===== src/rtl/scan_wrap_pkg.sv =====
package scan_wrap_pkg;

  // Strobes from the mode control to the flop bank and the pad gate.
  typedef struct packed {
    logic clear;    // synchronous clear, highest priority
    logic shift;    // serial path selected
    logic capture;  // functional path selected
    logic padKill;  // force all pad enables off
  } scanStrobe_t;

endpackage


===== src/rtl/scan_mode_ctrl.sv =====
module scan_mode_ctrl
  import scan_wrap_pkg::*;
(
  input  logic        rst,
  input  logic        testMode,
  output scanStrobe_t strobe
);

  always_comb begin
    strobe.clear   = rst;
    strobe.shift   = !rst && testMode;
    strobe.capture = !rst && !testMode;
    strobe.padKill = testMode;
  end

endmodule


===== src/rtl/scan_cell.sv =====
module scan_cell
  import scan_wrap_pkg::*;
(
  input  logic        clk,
  input  scanStrobe_t strobe,
  input  logic        funcIn,
  input  logic        serialIn,
  output logic        q
);

  always_ff @(posedge clk) begin
    if (strobe.clear)        q <= 1'b0;
    else if (strobe.shift)   q <= serialIn;
    else if (strobe.capture) q <= funcIn;
  end

endmodule


===== src/rtl/scan_chain_bank.sv =====
module scan_chain_bank
  import scan_wrap_pkg::*;
#(
  parameter int NUM_FLOPS  = 10,
  parameter int NUM_CHAINS = 3
) (
  input  logic                  clk,
  input  scanStrobe_t           strobe,
  input  logic [NUM_CHAINS-1:0] scanIn,
  output logic [NUM_CHAINS-1:0] scanOut,
  input  logic [NUM_FLOPS-1:0]  funcD,
  output logic [NUM_FLOPS-1:0]  funcQ
);

  localparam int CHAIN_LEN = (NUM_FLOPS + NUM_CHAINS - 1) / NUM_CHAINS;
  localparam int SLOTS     = CHAIN_LEN * NUM_CHAINS;

  // Slot (c, s) lives at c*CHAIN_LEN + s; s = 0 is the scan-in end.
  logic [SLOTS-1:0] slotQ;

  for (genvar c = 0; c < NUM_CHAINS; c++) begin : g_chain
    for (genvar s = 0; s < CHAIN_LEN; s++) begin : g_slot
      localparam int FLOP_IDX = (CHAIN_LEN - 1 - s) * NUM_CHAINS + c;
      logic funcBit;
      logic serialBit;

      if (FLOP_IDX < NUM_FLOPS) begin : g_real
        assign funcBit = funcD[FLOP_IDX];
      end else begin : g_dummy
        assign funcBit = 1'b0;
      end

      if (s == 0) begin : g_head
        assign serialBit = scanIn[c];
      end else begin : g_link
        assign serialBit = slotQ[c*CHAIN_LEN + s - 1];
      end

      scan_cell u_cell (
        .clk      (clk),
        .strobe   (strobe),
        .funcIn   (funcBit),
        .serialIn (serialBit),
        .q        (slotQ[c*CHAIN_LEN + s])
      );
    end

    assign scanOut[c] = slotQ[c*CHAIN_LEN + CHAIN_LEN - 1];
  end

  for (genvar i = 0; i < NUM_FLOPS; i++) begin : g_unstripe
    assign funcQ[i] = slotQ[(i % NUM_CHAINS)*CHAIN_LEN + CHAIN_LEN - 1 - (i / NUM_CHAINS)];
  end

endmodule


===== src/rtl/pad_oe_gate.sv =====
module pad_oe_gate
  import scan_wrap_pkg::*;
#(
  parameter int NUM_PADS = 4
) (
  input  scanStrobe_t         strobe,
  input  logic [NUM_PADS-1:0] padOeReq,
  output logic [NUM_PADS-1:0] padOe
);

  for (genvar p = 0; p < NUM_PADS; p++) begin : g_pad
    assign padOe[p] = padOeReq[p] && !strobe.padKill;
  end

endmodule


===== src/rtl/scan_wrap.sv =====
module scan_wrap
  import scan_wrap_pkg::*;
#(
  parameter int NUM_FLOPS  = 10,
  parameter int NUM_CHAINS = 3,
  parameter int NUM_PADS   = 4
) (
  input  logic                  clk,
  input  logic                  rst,
  input  logic                  testMode,
  input  logic [NUM_CHAINS-1:0] scanIn,
  output logic [NUM_CHAINS-1:0] scanOut,
  input  logic [NUM_FLOPS-1:0]  funcD,
  output logic [NUM_FLOPS-1:0]  funcQ,
  input  logic [NUM_PADS-1:0]   padOeReq,
  output logic [NUM_PADS-1:0]   padOe
);

  scanStrobe_t strobe;

  scan_mode_ctrl u_ctrl (
    .rst      (rst),
    .testMode (testMode),
    .strobe   (strobe)
  );

  scan_chain_bank #(
    .NUM_FLOPS  (NUM_FLOPS),
    .NUM_CHAINS (NUM_CHAINS)
  ) u_bank (
    .clk     (clk),
    .strobe  (strobe),
    .scanIn  (scanIn),
    .scanOut (scanOut),
    .funcD   (funcD),
    .funcQ   (funcQ)
  );

  pad_oe_gate #(
    .NUM_PADS (NUM_PADS)
  ) u_pads (
    .strobe   (strobe),
    .padOeReq (padOeReq),
    .padOe    (padOe)
  );

endmodule


===== config.mk =====
export PLATFORM = sky130hd
export DESIGN_NAME = scan_wrap
export DESIGN_NICKNAME = d
export VERILOG_FILES = /design/src/rtl/scan_wrap_pkg.sv /design/src/rtl/scan_mode_ctrl.sv /design/src/rtl/scan_cell.sv /design/src/rtl/scan_chain_bank.sv /design/src/rtl/pad_oe_gate.sv /design/src/rtl/scan_wrap.sv
export SDC_FILE = /design/constraint.sdc
export NUM_CORES = 1
export LEC_CHECK = 0
export BUFFER_PORTS_ARGS = -buffer_cell sky130_fd_sc_hd__buf_4
export CORE_MARGIN = 5
export CORE_UTILIZATION = 35
export CTS_CLUSTER_SIZE = 14
export DETAILED_ROUTE_END_ITERATION = 16
export PLACE_DENSITY = 0.61
export SYNTH_ARGS = -nofsm -noshare
export SYNTH_HDL_FRONTEND = slang
export SYNTH_HIERARCHICAL = 1
export SYNTH_SLANG_ARGS = --single-unit

===== constraint.sdc =====
create_clock -name clk -period 2.05 [get_ports clk]
set_clock_uncertainty 0.15 [all_clocks]
set_input_delay 0.41 -clock clk [delete_from_list [all_inputs] [get_ports clk]]
set_output_delay 0.41 -clock clk [all_outputs]
set_load 0.005 [all_outputs]

==> results of run 1 <==
[power groups by stage]
stage	clock network (W)	logic (W)	registers, W
final	0.000143	0.000148	0.000264
after global routing	0.000161	0.000163	0.000268
after CTS	0.000152	0.000151	0.000265
after detailed placement	0	0.000151	0.000270
after global placement	0	0.000149	0.000269
after floorplan	0	0.0000983	0.000267
[worst max-delay path, stage by stage]
cell	delay, ns
buf_4	0.13
nor2b_1	0.11
buf_4	0.12
[kinds of logic (layout without fill, tap and decap cells)]
family | Yosys count | in the layout | share of synthesized area
flip-flops | 12 | 12 | 0.313
other | 1 | 2 | 0.00489
AO/OA/AOI/OAI | 12 | 12 | 0.196
buffers and inverters | 24 | 53 | 0.176
AND/OR/NAND/NOR | 18 | 18 | 0.153
multiplexers | 12 | 12 | 0.157
[layer usage]
| layer | track usage | vias up | share of wire |
|---|---|---|---|
| met5 | 0 | - | 0 |
| met1 | 0.102 | 266 | 0.38 |
| met2 | 0.163 | 22 | 0.49 |
| li1 | - | 307 | - |
| met3 | 0.0575 | 2 | 0.11 |
| met4 | 0.0199 | 0 | 0.011 |
[cell type report]
type / count / area share
Timing Repair Buffer: 38 / 0.279
Inverter: 12 / 0.0440
Tap cell: 28 / 0.0342
Clock buffer: 3 / 0.0220
Sequential cell: 12 / 0.235
Multi-Input combinational cell: 44 / 0.386
[cell usage after synthesis]
cell       n  area (sq um)
nor2b_4    1          13.8
a211oi_2  12           150
dfxtp_1   12           240
nor2b_1   16           100
conb_1     1          3.75
buf_4     12          90.1
mux2i_1   12           120
inv_1     12          45.0
nor2_1     1          3.75
[stage by stage]
step,std cells,hold slack [ns],total power (W)
after global placement,134,0.380,0.000418
final,137,0.320,0.000555
after CTS,137,0.318,0.000569
after detailed placement,134,0.382,0.000422
after global routing,137,0.314,0.000591
after floorplan,80,0.367,0.000366
[worst max-delay path by stage]
stage | slack [ns] | depth (start not counted) | start | end
finish | 0.72 | 3 | testMode | padOe[0]
global route | 0.66 | 3 | testMode | padOe[0]
CTS | 0.70 | 1 | u_bank/g_chain[2].g_slot[2].u_cell/q$_SDFFE_PP0P_ | funcQ[5]
detailed placement | 0.48 | 4 | rst | u_bank/g_chain[0].g_slot[2].u_cell/q$_SDFFE_PP0P_
global placement | 0.49 | 4 | rst | u_bank/g_chain[0].g_slot[2].u_cell/q$_SDFFE_PP0P_
floorplan | 0.24 | 3 | testMode | u_bank/g_chain[0].g_slot[0].u_cell/q$_SDFFE_PP0P_
==> metrics.cfg, run 1 <==
[placed_design]
dp_hpwl_um = 1160
detailedPlace.worstSlack_ns = 0.480
gp_congestion = 0.653
port_buffers = 36
place_area_sq_um = 1000

[sta]
timing.final.crit_share = 0.647
rsz0062_at_grt = no
setup_viol = 0
max_clock_freq_mhz = 754
layout_min_cycle_time_ns = 1.33
tns_ns = 0
hold_viol = 0
layout_setup_ws_ns = 0.724
slew_violations = 0

[cts]
cts_tree = done
cts.clk_slew.worst_paths_ns = 0.07
insertion_delay_ns = 0.27
cts_buffer_depth = 2
htreeDepth = 1
hold_buffers = 0
postCtsSetupRepairBufs = 0
cts_resized = 0
cts.sinks = 12
root_buffer = clkbuf_4
cts_inserted_buffers = 3

[setup_path]
ff2ff_setup_slack_ns = 1.16
timing.rr.end = u_bank/g_chain[2].g_slot[1].u_cell/q$_SDFFE_PP0P_
cp.required_ns = 1.49
critPathMaxFanout = 6
crit_arrival_ns = 0.77
timing.rr.start = u_bank/g_chain[2].g_slot[1].u_cell/q$_SDFFE_PP0P_
start_kind = input pin
crit_type = in2out
ff2ff_path_depth = 2
end_kind = output port

[detailed_routing]
via_per_inst = 4.36
route.vias.total = 597
drc = 0
drt-total-wl_um = 1490
drtIter0Drc = 3
wl_per_cell_um = 10.9
first_pass_iters = 2
postRouteAntennaNets = 0

[floorplanning]
rows = 17
dieWidth_um = 56.8
io_pins = 37
die_h_um = 56.8
start_util = 0.357
dieArea_sq_um = 3230
coreArea_sq_um = 2150

[grt]
grt_pass1_wl_um = 2420
overflow = 0
track_usage = 0.0960
antenna_found_initial = 0
grt_max_degree = 25
grt_pass1_vias = 540

[pwr]
p_sw_frac = 0.264
p_per_area_nw_per_um2 = 543
switching_power_w = 0.000146
internal_power_w = 0.000409
power.share.clock = 0.257
comb_power_share = 0.267
ir_worst_vdd_mv = 0.297
p_seq_frac = 0.476
p_leak_nw = 0.461

[layout]
fillCellCount = 218
final_cell_area_sq_um = 1020
final_nets = 131
seq_area_sq_um = 240
post-route-util = 0.476
largest_reg_flops = 12
reg_top3 = u_bank/g_chain.g_slot.u_cell/q (12)
multi_input_area_sq_um = 395
final_cell_mix = 38 x buf_4, 16 x nor2b_1
diodes = 0
final_common_cell = buf_4
final_layout_size_suffix_gt1_frac = 0.495
top_register = u_bank/g_chain.g_slot.u_cell/q
synthToLayoutAreaGrowth_pct = 33.4

[worst_hold_path]
hold_path_end = u_bank/g_chain[1].g_slot[0].u_cell/q$_SDFFE_PP0P_
holdPathStages = 3
holdCritStartpoint = scanIn[1]
hp-class = in2reg

[yosys]
synth_warnings = 6
ys_seq_area_frac = 0.313
synth_area_sq_um = 767
synth_seq_cells = 12
avgSynthCellArea_sq_um = 9.71
syn_inst = 79
synth_cell_types = 9

[outcome]
status = complete, no violations

[flow_run]
cap_viol_max_count = 0

Note: power is estimated with default switching activity, not from simulation.
==> run 2, diff against run 1 <==
--- a/config.mk
+++ b/config.mk
@@ -5,6 +5,7 @@
 export SDC_FILE = /design/constraint.sdc
 export NUM_CORES = 1
 export LEC_CHECK = 0
+export ABC_AREA = 1
 export BUFFER_PORTS_ARGS = -buffer_cell sky130_fd_sc_hd__buf_4
 export CORE_MARGIN = 5
 export CORE_UTILIZATION = 35
==> constraint.sdc (replaced) <==
create_clock -name clk -period 1.31 [get_ports clk]
set_clock_uncertainty 0.15 [all_clocks]
set_input_delay 0.262 -clock clk [delete_from_list [all_inputs] [get_ports clk]]
set_output_delay 0.262 -clock clk [all_outputs]
set_load 0.005 [all_outputs]
==> metrics.cfg, run 2 <==
[sta]
tns_ns = 0  ; unchanged
max_clock_freq_mhz = 858
fin_hold_ws_ns = 0.0988  ; -0.221 ns
hold_viol = 0  ; unchanged
timing.final.crit_share = 0.890
layout_min_cycle_time_ns = 1.17
setup_viol = 0  ; unchanged
slew_violations = 0  ; unchanged
rsz0062_at_grt = no

[yosys]
synth_area_leaders = dfxtp_1 31%, nor2_1 20%, inv_1 14%
synth_top_cell_area_share = 0.307  ; -0.00650
synth_xor_area_frac = 0  ; unchanged
synth.most_common_cell = nor2_1
avgSynthCellArea_sq_um = 5.93  ; -39%
synth_fa_ha_area_frac = 0  ; unchanged
synth_top_family_by_area = simple AND/OR/NAND/NOR gates
synth_seq_cells = 12  ; unchanged
synth-async-reset-ratio = 0  ; unchanged
synth_warnings = 6  ; unchanged
synthMuxAreaShare = 0  ; -0.157
synth_cell_types = 8  ; -1
synth_ff_type = dfxtp_1
ys_seq_area_frac = 0.307  ; -0.00650
synth-edff-count = 0  ; unchanged
syn_inst = 132  ; +67%
synth_compound_area_frac = 0.115  ; -0.0807
yosys.area_share.simple = 0.319  ; +0.166
synthTopCellsByCount = 41 x nor2_1, 29 x inv_1, 24 x nand2_1
yosys.area.top_type = dfxtp_1
synth_area_sq_um = 783  ; +2.1%

[layout]
final_common_cell = nor2_1
reg_top3 = u_bank/g_chain.g_slot.u_cell/q (12)
top_register = u_bank/g_chain.g_slot.u_cell/q
fillCellCount = 240  ; +10%
diodes = 0  ; unchanged
final_layout_size_suffix_gt1_frac = 0.274  ; -0.221
final_nets = 185  ; +41%
final_cell_mix = 40 x nor2_1, 38 x buf_4, 29 x inv_1
synthToLayoutAreaGrowth_pct = 37.4
largest_reg_flops = 12  ; unchanged
multi_input_area_sq_um = 350  ; -11%
seq_area_sq_um = 240  ; unchanged

[setup_path]
end_kind = output port
crit_type = reg2out
start_kind = flip-flop
critPathSlowestCell = dfxtp_1
worstSetupEndpoint = funcQ[8]
timing.rr.start = u_bank/g_chain[2].g_slot[2].u_cell/q$_SDFFE_PP0P_
cp_slowest_stage_delay_ns = 0.36  ; +0.23 ns
cp_top_family = flip-flops
cp.required_ns = 0.90  ; -0.59 ns
path_cells = buf_4
crit_cells = 1  ; -2
setup.worst_path.start = u_bank/g_chain[2].g_slot[1].u_cell/q$_SDFFE_PP0P_
critPathMaxFanout = 3  ; -3
ff2ff_setup_slack_ns = 0.49  ; -0.67 ns
cp.buffers_inverters = 1  ; -1
timing.rr.end = u_bank/g_chain[2].g_slot[2].u_cell/q$_SDFFE_PP0P_
crit_arrival_ns = 0.75  ; -0.02 ns
ff2ff_path_depth = 4  ; +2

[grt]
antenna_found_initial = 0  ; unchanged
grt_max_degree = 25  ; unchanged
overflow = 0  ; unchanged
grt_pass1_vias = 702  ; +30%
track_usage = 0.104  ; +0.00757
grt_pass1_wl_um = 2690  ; +11%

[detailed_routing]
first_pass_iters = 4  ; +2
drtIter0Drc = 6  ; +3
drt-total-wl_um = 1620  ; +8.6%
route.vias.total = 764  ; +28%
postRouteAntennaNets = 0  ; unchanged
via_per_inst = 3.98  ; -8.7%
wl_per_cell_um = 8.45  ; -23%
drc = 0  ; unchanged

[pwr]
p_leak_nw = 0.609  ; +32%
p_per_area_nw_per_um2 = 882  ; +62%
power_w = 0.000949  ; +71%
ir_worst_vdd_mv = 0.361  ; +22%

[cts]
cts.clk_slew.worst_paths_ns = 0.08  ; about the same
cts_buffer_depth = 2  ; unchanged
htreeDepth = 1  ; unchanged
insertion_delay_ns = 0.27  ; about the same
postCtsSetupRepairBufs = 0  ; unchanged
cts_inserted_buffers = 3  ; unchanged
cts_resized = 0  ; unchanged
cts_tree = done
hold_buffers = 0  ; unchanged
cts.sinks = 12  ; unchanged
root_buffer = clkbuf_4

[placed_design]
gp_congestion = 0.689  ; +5.5%
dp_hpwl_um = 1250  ; +7.7%
port_buffers = 36  ; unchanged

[floorplanning]
die_h_um = 57.3  ; +0.87%
start_util = 0.361  ; +0.00400
dieWidth_um = 57.3  ; +0.87%
coreArea_sq_um = 2170  ; +0.99%
rows = 17  ; unchanged
dieArea_sq_um = 3280  ; +1.8%
io_pins = 37  ; unchanged

[outcome]
status = complete, no violations

[worst_hold_path]
hp-class = in2reg

[flow_run]
cap_viol_max_count = 0  ; unchanged

run 2: where the power goes:
part,internal (W),leakage (nW),switching (W)
logic,0.000136,0.489,0.000106
clock network,0.000169,0.0210,0.000127
registers,0.000393,0.0993,0.0000187
run 2: area by class of cell:
class | instances | share of cell area
inverter | 29 | 0.101
multi-input combinational | 80 | 0.326
clock buffer | 4 | 0.0337
tap | 28 | 0.0326
sequential | 12 | 0.223
timing repair buffer | 39 | 0.284
run 2: how the worst min path moves through the flow:
stage / slack, ns / cells past startpoint / startpoint / end
6_report: 0.1 / 3 / scanIn[1] / u_bank/g_chain[1].g_slot[0].u_cell/q$_SDFFE_PP0P_
5_1_grt: 0.12 / 3 / scanIn[0] / u_bank/g_chain[0].g_slot[0].u_cell/q$_SDFFE_PP0P_
4_1_cts: 0.09 / 3 / scanIn[1] / u_bank/g_chain[1].g_slot[0].u_cell/q$_SDFFE_PP0P_
3_5_place_dp: 0.36 / 2 / u_bank/g_chain[2].g_slot[0].u_cell/q$_SDFFE_PP0P_ / u_bank/g_chain[2].g_slot[1].u_cell/q$_SDFFE_PP0P_
3_3_place_gp: 0.35 / 2 / u_bank/g_chain[2].g_slot[0].u_cell/q$_SDFFE_PP0P_ / u_bank/g_chain[2].g_slot[1].u_cell/q$_SDFFE_PP0P_
2_1_floorplan: 0.28 / 2 / scanIn[1] / u_bank/g_chain[1].g_slot[0].u_cell/q$_SDFFE_PP0P_
run 2: per-layer routing:
| metal | part of all wire | wire (um) | up-vias | GRT usage |
|---|---|---|---|---|
| li1 | - | - | 430 | - |
| met1 | 0.45 | 735 | 305 | 0.124 |
| met2 | 0.45 | 731 | 27 | 0.165 |
| met5 | 0 | 0 | - | 0 |
| met3 | 0.085 | 138 | 2 | 0.0294 |
| met4 | 0.010 | 17 | 0 | 0.0596 |
run 2: logic make-up (layout without fill, tap and decap cells):
family | count (synthesis) | in the layout
buffers and inverters | 41 | 72
flip-flops | 12 | 12
AO/OA/AOI/OAI | 12 | 12
AND/OR/NAND/NOR | 66 | 66
other | 1 | 2
run 2: through the flow:
step	area [sq um]	std cells	worst slack, ns	util
3_3_place_gp	1040	188	0.101	0.479
3_5_place_dp	1040	188	0.0909	0.479
4_1_cts	1080	192	0.122	0.496
2_1_floorplan	790	133	0.0520	-
6_report	1080	192	0.145	0.496
5_1_grt	1080	192	0.0743	0.496
==> run 3, diff against run 2 <==
--- a/config.mk
+++ b/config.mk
@@ -6,12 +6,12 @@
 export NUM_CORES = 1
 export LEC_CHECK = 0
 export ABC_AREA = 1
-export BUFFER_PORTS_ARGS = -buffer_cell sky130_fd_sc_hd__buf_4
 export CORE_MARGIN = 5
 export CORE_UTILIZATION = 35
 export CTS_CLUSTER_SIZE = 14
 export DETAILED_ROUTE_END_ITERATION = 16
-export PLACE_DENSITY = 0.61
+export DONT_BUFFER_PORTS = 1
+export PLACE_DENSITY = 0.47
 export SYNTH_ARGS = -nofsm -noshare
 export SYNTH_HDL_FRONTEND = slang
 export SYNTH_HIERARCHICAL = 1
==> metrics.cfg, run 3 (synthesis gave the netlist of run 2 again) <==
[outcome]
status = complete, no violations

[floorplanning]
die_h_um = 57.3  ; unchanged
dieWidth_um = 57.3  ; unchanged
start_util = 0.361  ; unchanged
dieArea_sq_um = 3280  ; unchanged
io_pins = 37  ; unchanged
coreArea_sq_um = 2170  ; unchanged
rows = 17  ; unchanged

[sta]
layout_setup_ws_ns = 0.0703  ; -0.0742 ns
layout_min_cycle_time_ns = 1.24  ; +0.0742 ns
fin_hold_ws_ns = 0.00777  ; -0.0911 ns
timing.final.crit_share = 0.946  ; +0.0567
max_clock_freq_mhz = 807  ; -6.0%
tns_ns = 0  ; unchanged
slew_violations = 0  ; unchanged
hold_viol = 0  ; unchanged
setup_viol = 0  ; unchanged
rsz0062_at_grt = no

[setup_path]
critPathSlowestCell = dlygate4sd3_1
cp_top_family = buffers and inverters
critPathMaxFanout = 11  ; +8
crit_arrival_ns = 1.26  ; +0.51 ns
crit_type = in2reg
cp.required_ns = 1.33  ; +0.43 ns
path_cells = dlygate4sd3_1 -> o21bai_1 -> nor2_1
end_kind = flip-flop
cp_slowest_stage_delay_ns = 0.76  ; +0.40 ns
cp.buffers_inverters = 1  ; unchanged
start_kind = input pin

[grt]
track_usage = 0.0997  ; -0.00381
overflow = 0  ; unchanged
grt_max_degree = 13  ; -48%
grt_pass1_wl_um = 2570  ; -4.6%
antenna_found_initial = 0  ; unchanged
grt_pass1_vias = 612  ; -13%

[detailed_routing]
wl_per_cell_um = 9.99  ; +18%
drt-total-wl_um = 1570  ; -3.3%
postRouteAntennaNets = 0  ; unchanged
drtIter0Drc = 10  ; +4
first_pass_iters = 4  ; unchanged
route.vias.total = 646  ; -15%
drc = 0  ; unchanged
via_per_inst = 4.11  ; +3.4%

[layout]
reg_top3 = u_bank/g_chain.g_slot.u_cell/q (12)
fillCellCount = 261  ; +8.8%
multi_input_area_sq_um = 350  ; unchanged
synthToLayoutAreaGrowth_pct = 2.56
final_common_cell = nor2_1
seq_area_sq_um = 240  ; unchanged
largest_reg_flops = 12  ; unchanged
final_nets = 150  ; -19%
top_register = u_bank/g_chain.g_slot.u_cell/q
diodes = 0  ; unchanged
final_cells = 157  ; -18%
final_layout_size_suffix_gt1_frac = 0.0698  ; -0.205
final_cell_mix = 40 x nor2_1, 29 x inv_1, 24 x nand2_1

[cts]
hold_buffers = 1  ; +1
cts_buffer_depth = 2  ; unchanged
insertion_delay_ns = 0.27  ; about the same
postCtsSetupRepairBufs = 0  ; unchanged
cts_inserted_buffers = 3  ; unchanged
cts.sinks = 12  ; unchanged
root_buffer = clkbuf_4
htreeDepth = 1  ; unchanged
cts_resized = 0  ; unchanged
cts.clk_slew.worst_paths_ns = 0.08  ; about the same
cts_tree = done

[placed_design]
gp_congestion = 0.688  ; -0.19%
port_buffers = 0  ; -100%
place_inst = 152  ; -19%
detailedPlace.worstSlack_ns = 0.252  ; +0.161 ns
dp_hpwl_um = 1170  ; -6.4%

[pwr]
p_per_area_nw_per_um2 = 1060  ; +21%
power_w = 0.000854  ; -10%
p_leak_nw = 0.430  ; -29%
ir_worst_vdd_mv = 0.416  ; +15%

[worst_hold_path]
hp-class = in2reg

[flow_run]
cap_viol_max_count = 0  ; unchanged

run 3: cell types whose count changed in the layout (fill, tap and decap cells not counted), sizes merged:
cell / previous run / this run
buf: 39 / 3
dlygate4sd3: 0 / 1
run 3: stage by stage:
step,util,area (sq um)
after floorplan,-,790
after global placement,0.349,757
after detailed placement,0.349,757
after CTS,0.370,803
after global routing,0.370,803
final,0.370,803
run 3: layout make-up:
class | instances | share of cell area
multi-input cells | 80 | 0.436
flip-flops and latches | 12 | 0.299
inverters | 29 | 0.136
clock buffers | 4 | 0.0452
well taps | 28 | 0.0436
repair buffers | 4 | 0.0405
run 3: path summary, 6_finish.rpt:
check	start	to	slack, ns	cells past startpoint
max reg2reg	u_bank/g_chain[0].g_slot[0].u_cell/q$_SDFFE_PP0P_	u_bank/g_chain[0].g_slot[0].u_cell/q$_SDFFE_PP0P_	0.46	4
max	rst	u_bank/g_chain[2].g_slot[1].u_cell/q$_SDFFE_PP0P_	0.07	3
min reg2reg	u_bank/g_chain[1].g_slot[0].u_cell/q$_SDFFE_PP0P_	u_bank/g_chain[1].g_slot[1].u_cell/q$_SDFFE_PP0P_	0.37	2
min	rst	u_bank/g_chain[0].g_slot[0].u_cell/q$_SDFFE_PP0P_	0.008	2
run 3: power by group:
group          switching (W)  internal (W)
Clock               0.000130      0.000169
Sequential         0.0000261      0.000393
Combinational      0.0000783     0.0000572
run 3: per-layer routing:
layer  vias to the layer above  routed length, um  GRT usage
li1                        358                  -          -
met1                       269                647      0.106
met2                        17                756      0.168
met3                         2                149     0.0498
met4                         0                 14     0.0397
met5                         -                  0          0
